<file path="config.mk">
export PLATFORM = sky130hd
export DESIGN_NAME = quad_sq_sum
export DESIGN_NICKNAME = d
export VERILOG_FILES = /design/src/rtl/quad_sq_sum_pkg.sv /design/src/rtl/pair_add.sv /design/src/rtl/stage_reg.sv /design/src/rtl/quad_sq_sum.sv
export SDC_FILE = /design/constraint.sdc
export NUM_CORES = 1
export LEC_CHECK = 0
export ABC_CLOCK_PERIOD_IN_PS = 2800
export BUFFER_PORTS_ARGS = -buffer_cell sky130_fd_sc_hd__buf_4
export CAP_MARGIN = 25
export CORE_MARGIN = 1.5
export CORE_UTILIZATION = 40
export CTS_CLUSTER_SIZE = 8
export DETAILED_ROUTE_END_ITERATION = 6
export PLACE_DENSITY_LB_ADDON = 0.15
export SLEW_MARGIN = 5
export SYNTH_ARGS = -nofsm -noshare
export SYNTH_HDL_FRONTEND = slang
export SYNTH_SLANG_ARGS = --single-unit
</file>
<file path="constraint.sdc">
create_clock -name clk_i -period 2.8 [get_ports clk_i]
set_input_delay 0.28 -clock clk_i [delete_from_list [all_inputs] [get_ports clk_i]]
set_output_delay 0.28 -clock clk_i [all_outputs]
set_load 0.02 [all_outputs]
</file>
<file path="src/rtl/quad_sq_sum_pkg.sv">
package quad_sq_sum_pkg;
  parameter int unsigned SW    = 8;
  parameter int unsigned LANES = 4;
  localparam int unsigned QW   = 2 * SW;
  localparam int unsigned PSW  = SW + 1;
  localparam int unsigned PQW  = QW + 1;
  localparam int unsigned TSW  = SW + 2;
  localparam int unsigned TQW  = QW + 2;

  typedef struct packed {
    logic [PSW-1:0] s;
    logic [PQW-1:0] q;
  } pair_t;
endpackage

</file>
<file path="src/rtl/pair_add.sv">
module pair_add
  import quad_sq_sum_pkg::*;
(
  input  logic [SW-1:0] a_i,
  input  logic [SW-1:0] b_i,
  output pair_t         pair_o
);
  logic [QW-1:0] a_sq, b_sq;
  assign a_sq     = QW'(a_i) * QW'(a_i);
  assign b_sq     = QW'(b_i) * QW'(b_i);
  assign pair_o.s = PSW'(a_i) + PSW'(b_i);
  assign pair_o.q = PQW'(a_sq) + PQW'(b_sq);
endmodule

</file>
<file path="src/rtl/stage_reg.sv">
module stage_reg #(
  parameter int unsigned W = 8
) (
  input  logic         clk_i,
  input  logic         rst_ni,
  input  logic         en_i,
  input  logic [W-1:0] d_i,
  output logic [W-1:0] q_o
);
  always_ff @(posedge clk_i or negedge rst_ni) begin
    if (!rst_ni)   q_o <= '0;
    else if (en_i) q_o <= d_i;
  end
endmodule

</file>
<file path="src/rtl/quad_sq_sum.sv">
module quad_sq_sum
  import quad_sq_sum_pkg::*;
#(
  parameter bit PIPE = 1'b1
) (
  input  logic               clk_i,
  input  logic               rst_ni,
  input  logic               in_valid_i,
  input  logic [LANES*SW-1:0] samples_i,
  output logic               out_valid_o,
  output logic [TSW-1:0]     sum_o,
  output logic [TQW-1:0]     sq_sum_o
);
  localparam int unsigned NPAIR = LANES / 2;
  localparam int unsigned PW    = $bits(pair_t);

  pair_t pair_c [NPAIR];
  pair_t pair_l [NPAIR];
  logic  mid_valid;

  for (genvar p = 0; p < NPAIR; p++) begin : g_pair
    pair_add u_pair (
      .a_i   (samples_i[(2*p)*SW +: SW]),
      .b_i   (samples_i[(2*p+1)*SW +: SW]),
      .pair_o(pair_c[p])
    );
  end

  if (PIPE) begin : g_pipe
    for (genvar p = 0; p < NPAIR; p++) begin : g_mid
      stage_reg #(.W(PW)) u_mid (
        .clk_i (clk_i),
        .rst_ni(rst_ni),
        .en_i  (in_valid_i),
        .d_i   (pair_c[p]),
        .q_o   (pair_l[p])
      );
    end
    always_ff @(posedge clk_i or negedge rst_ni) begin
      if (!rst_ni) mid_valid <= 1'b0;
      else         mid_valid <= in_valid_i;
    end
  end else begin : g_comb
    for (genvar p = 0; p < NPAIR; p++) begin : g_mid
      assign pair_l[p] = pair_c[p];
    end
    assign mid_valid = in_valid_i;
  end

  logic [TSW-1:0] tot_s;
  logic [TQW-1:0] tot_q;
  assign tot_s = TSW'(pair_l[0].s) + TSW'(pair_l[1].s);
  assign tot_q = TQW'(pair_l[0].q) + TQW'(pair_l[1].q);

  stage_reg #(.W(TSW + TQW)) u_out (
    .clk_i (clk_i),
    .rst_ni(rst_ni),
    .en_i  (mid_valid),
    .d_i   ({tot_s, tot_q}),
    .q_o   ({sum_o, sq_sum_o})
  );

  always_ff @(posedge clk_i or negedge rst_ni) begin
    if (!rst_ni) out_valid_o <= 1'b0;
    else         out_valid_o <= mid_valid;
  end

  // the result widths cover the largest possible totals
  a_r2_no_overflow: assert property (@(posedge clk_i) disable iff (!rst_ni)
    sum_o <= TSW'(LANES * ((1 << SW) - 1)));
  a_r3_no_overflow: assert property (@(posedge clk_i) disable iff (!rst_ni)
    sq_sum_o <= TQW'(LANES * ((1 << SW) - 1) * ((1 << SW) - 1)));
  a_r7_hold: assert property (@(posedge clk_i) disable iff (!rst_ni)
    !mid_valid |=> $stable({sum_o, sq_sum_o}));
  if (PIPE) begin : g_a5
    a_r5_latency: assert property (@(posedge clk_i) disable iff (!rst_ni)
      in_valid_i |=> ##1 out_valid_o);
  end else begin : g_a4
    a_r4_latency: assert property (@(posedge clk_i) disable iff (!rst_ni)
      in_valid_i |=> out_valid_o);
  end
  a_r1_valid_known: assert property (@(posedge clk_i) disable iff (!rst_ni)
    !$isunknown(out_valid_o));
endmodule

</file>
== After elaboration in Yosys (flattened, before gate mapping) ==
Index checks and enable logic that the tools add are counted.
W data, S select, Z words.
Storage, ports and cells
  register bits after elaboration: 82
  latch bits: 0
  RAM bits: 0
  bits in read-only memories: 0
  input bits: 35
  output and inout port bits: 29
  word-level logic and storage cells: 15
  memories kept: 0
Operators by class
  add/subtract/negate cells: 6
  $mul: 4
  div/mod/pow operators: 0
  magnitude comparators: 0
  equality and inequality tests: 0
  shift operators: 0
  muxes and demuxes: 0
  bitwise operators: 0
  reductions and logical operators: 0
Operator list (number)
  $mul A8 B8 Y16: 4
  $add A16 B16 Y17: 2
  $add A17 B17 Y18: 1
  $add A8 B8 Y9: 2
  $add A9 B9 Y10: 1

== Depth between registers and ports, before layout ==
  depth after elaboration: 2
  mapped depth: 21
  depth with buffers taken out: 20

== Cells and area by module ==
A second synthesis with hierarchy kept.
Unflattened totals
  cells, all modules: 1140
  area, all modules: 11991.5 um2
Modules (own cells, without submodules)
  pair_add at g_pair[0].u_pair: times used 1, cells an instance 405, area each 3738.6 um2, seq. area each 0.0 um2
  pair_add at g_pair[1].u_pair: times used 1, cells an instance 402, area each 3728.6 um2, seq. area each 0.0 um2
  stage_reg at g_pipe.g_mid[0].u_mid ...: times used 2, cells an instance 55, area each 1069.8 um2, seq. area each 650.6 um2
  quad_sq_sum: times used 1, cells an instance 164, area each 1242.4 um2, seq. area each 50.0 um2
  stage_reg at u_out: times used 1, cells an instance 59, area each 1142.3 um2, seq. area each 700.7 um2

== Worst setup path after synthesis ==
No wires, ideal clock.
  path type: input port to flip-flop
  start point: input samples_i[19]
  end point: register g_pipe.g_mid[1].u_mid.q_o[16]
  library setup time: 124 ps
  arrival: 5200 ps
  setup slack: -2524 ps
  stages on the path: 19
  path buffers: 1
  path through: clkbuf_1 -> and2_1 -> fa_1 -> inv_1 -> fa_1 -> inv_1 -> fa_1 -> fa_1 -> fa_1 -> inv_1 -> fa_1 -> inv_1 -> ha_1 -> a21oi_1 -> o21ai_0 -> a221o_1 -> a21oi_1 -> nor2_1 -> a211o_1
Between the ends
  word-level cells in the longest chain between the ends: 2
Ends and longest elaborated chain
  start: declaration: RTL line quad_sq_sum.sv:9  | input logic [LANES*SW-1:0] samples_i,
  $mul A8 B8 Y16: RTL line pair_add.sv:9  | assign a_sq = QW'(a_i) * QW'(a_i);
  $add A16 B16 Y17: RTL line pair_add.sv:12  | assign pair_o.q = PQW'(a_sq) + PQW'(b_sq);
  end signal: assignment: RTL line stage_reg.sv:12  | else if (en_i) q_o <= d_i;
  end: declaration: RTL line stage_reg.sv:8  | output logic [W-1:0] q_o
No other way between the ends.
A chain may end at the register's enable or synchronous reset.

== Worst setup path in the final report ==
  start point: input samples_i[22]
  end point: register g_pipe.g_mid[1].u_mid.q_o[16]
The elaborated chain is that of the path after synthesis.

==> summary.md <==
| Metric | Value |
|---|---|
| Final Critical Period | `4770 ps` |
| Startpoint Class | `primary input` |
| Vias in the first global route | `9,400` |
| Register Area | `1980 µm²` |
| Core area | `28,700 µm²` |
| Wire per inst | `15.3 µm` |
| CP Cell Sequence | `buf_8 > and2_4 > fa_1 > inv_2 > fa_2 > inv_2 > fa_1 > fa_2 > fa_1 > inv_2 > fa_2 > inv_2 > ha_4 > o211ai_1 > buf_4 > nor3_4 > nand3_1 > nor3b_1 > a211o_1` |
| Post-Syn Instances | `1,205` |
| Max clock buf depth | `2` |
| Metal2 WL | `13,600 µm` |
| GRT overflow | `0` |
| Clk sinks | `79` |
| Syn Area/Cell | `9.66 µm²` |
| Worst setup EP type | `flip-flop` |
| CTS Root Cell | `clkbuf_16` |
| Post-DP HPWL | `23,600 µm` |
| Die Wd | `174 µm` |
| # IOs | `64` |
| DRC viols | `0` |
| Unique masters post-synth | `64` |
| WL met1 | `13,600 µm` |
| Skew-Pair Late Insertion Delay | `340 ps` |
| Final Hold Vio Count | `0` |
| Largest net degree at the start of global routing | `80` |
| Crit path max-delay family | `adder cells` |
| Final setup viols | `28` |
| Max_cap viols | `0` |
| Vias per cell | `4.90` |
| RSZ-0062 raised after global routing | `yes` |
| Final worst setup slack | `-1970 ps` |
| Slew @ Worst Pin | `703 ps` |
| Routed Antenna Nets | `0` |
| Gr usage total | `0.193` |
| Post-synthesis cell area | `11,600 µm²` |
| Cell mode on critical path | `inv_2` |
| Vias | `8,949` |
| Fmax | `209 MHz` |
| Clock-pin slew on the worst setup and hold paths | `70 ps` |
| Failing checks | `negative setup slack` |
| Top sig layer | `met4` |
| Port Buffer Count | `63` |
| Filler cells | `2,623` |
| Antenna violations before repair | `0` |
| Status | `finished, violations left` |
| HP Class | `primary input to flip-flop` |
| Final net count | `1,780` |
| Ys Warns | `0` |
| Max stage delay on crit path | `560 ps` |
| Drt first-iter violations | `368` |
| Crit-path max FO | `5` |
| Slowest CP cell | `fa_2` |
| Period utilization | `1.71` |
| Fin Setup TNS | `-42,920 ps` |
| Post-synth ARST share | `1.00` |
| CTS tree | `yes` |
| Flops & latches, synth | `79` |
| Layout area overhead | `31.1%` |
| Clock skew | `4.45 ps` |
| Fraction of layout cells with a size suffix above 1 | `0.327` |
| Wirelength, routed | `27,900 µm` |
| N_diodes | `0` |
| Dominant synthesized flop cell | `dfrtp_1` |
| Crit path required time | `3030 ps` |
| Gpl congestion | `0.875` |
| Post-synth net total | `1,549` |
| Met3 routed WL | `454 µm` |
| Die Ht | `174 µm` |
| H-tree depth | `3` |
| Post-synth EDFFs | `0` |
| CTS Buf Count | `9` |
| Fin. max-slew vios | `0` |
| Pre-antenna DRT Iters | `4` |
| Max_slew headroom | `0.531` |
| Share of the yosys chip area belonging to registers | `0.170` |
| First-pass GRT wire length | `46,900 µm` |
| Worst EP arrival | `5000 ps` |
| Die ar. | `30,100 µm²` |
| Crit Path Category | `primary input to flip-flop` |
| Rows | `62` |
| Initial core utilization | `0.405` |
| Area occupied by multi-input gates | `9580 µm²` |
| Worst path bufs/invs | `6` |
## flip-flops by register name, indices dropped and copies added (netlist names)
name,cells
out_valid_o,1
u_out.q_o,27
g_pipe.g_mid.u_mid.q_o,50
mid_valid,1
## layout make-up
type	instances	area share
Inverter	225	0.0559
Timing Repair Buffer	247	0.137
Sequential cell	79	0.130
Multi-Input combinational cell	874	0.628
Clock inverter	7	0.00410
Tap cell	384	0.0315
Clock buffer	9	0.0148
## synthesized netlist by cell type (12+ instances only)
library cell  instances  area share
a21o_1               22       0.014
a21oi_1              41       0.018
and2_1               65       0.035
clkbuf_1             21      0.0068
dfrtp_1              79        0.17
fa_1                157        0.27
ha_1                152        0.16
inv_1               225       0.073
mux2_2               40       0.039
nand2_1              93       0.030
nor2_1               39       0.013
nor2b_1              15      0.0081
nor3_1               12      0.0052
o21a_1               15      0.0097
o21ai_0              31       0.013
o31ai_1              12      0.0077
xnor2_1              31       0.023
xor2_1               18       0.014
## cells in the final DEF, fill, tap and decap left out, types with 10 or more instances in the layout
| cell | n |
|---|---|
| o21ai_0 | 20 |
| mux2_2 | 35 |
| dfrtp_1 | 79 |
| a21oi_1 | 33 |
| and2_1 | 47 |
| a31oi_1 | 10 |
| ha_1 | 118 |
| and3_1 | 10 |
| xor2_1 | 16 |
| ha_4 | 32 |
| and2_4 | 18 |
| buf_6 | 27 |
| nand3_1 | 10 |
| xnor2_1 | 23 |
| fa_1 | 141 |
| o211ai_1 | 11 |
| nor2b_1 | 15 |
| fa_2 | 16 |
| nand2_1 | 85 |
| o21a_1 | 15 |
| a21o_1 | 22 |
| inv_2 | 31 |
| o31ai_1 | 11 |
| buf_4 | 206 |
| nor2_1 | 30 |
| inv_1 | 191 |
## metal layers
layer | GRT usage | up-vias
li1 | - | 4416
met3 | 0.0202 | 21
met1 | 0.270 | 4415
met5 | 0 | -
met4 | 0.0313 | 0
met2 | 0.328 | 97
## cells by family (layout without fill, tap and decap cells)
group	count (synthesis)	in the layout	synth area share
AND/OR/NAND/NOR	275	275	0.119
flip-flops	79	79	0.170
buffers and inverters	252	488	0.0818
adder cells (fa/ha/maj)	309	309	0.433
AO/OA/AOI/OAI	198	198	0.117
multiplexers	43	43	0.0413
XOR/XNOR	49	49	0.0369
## final timing paths
check	from	endpoint	slack, ps	depth (start not counted)
setup reg to reg	g_pipe.g_mid[0].u_mid.q_o[17]$_DFFE_PN0P_	u_out.q_o[10]$_DFFE_PN0P_	330	9
hold / removal	samples_i[24]	g_pipe.g_mid[1].u_mid.q_o[17]$_DFFE_PN0P_	430	4
setup / recovery	samples_i[22]	g_pipe.g_mid[1].u_mid.q_o[16]$_DFFE_PN0P_	-1970	19
hold reg to reg	g_pipe.g_mid[1].u_mid.q_o[21]$_DFFE_PN0P_	g_pipe.g_mid[1].u_mid.q_o[21]$_DFFE_PN0P_	490	1
min in group asynchronous	rst_ni	u_out.q_o[2]$_DFFE_PN0P_	450	2
max in group asynchronous	rst_ni	u_out.q_o[15]$_DFFE_PN0P_	1760	3
## worst min-delay path, stage by stage
cell    delay [ps]
buf_6           90
buf_6          120
ha_1           110
mux2_2         130
## repair_timing
action                                 4_1_cts  5_1_grt
setup endpoints to repair                   28       28
resized for setup                          103       57
endpoints found under the hold margin        0       34
setup buffers                               10        5
hold buffers                                 0        1
pin swaps                                   74       45
## per-stage QoR
stage	area, µm²	cells	util	hold slack [ps]	worst slack, ps
finish	15300	1825	0.532	433	-1970
global placement	14100	1794	0.492	467	-2380
floorplan	12100	1205	-	-15.6	-2170
detailed placement	14100	1794	0.492	477	-2400
CTS	14900	1818	0.521	149	-1970
global route	15300	1825	0.532	458	-2130
Power is left out: the tool's default activity adds up to more than one toggle a clock period on the data nets, which glitch-free logic cannot reach.
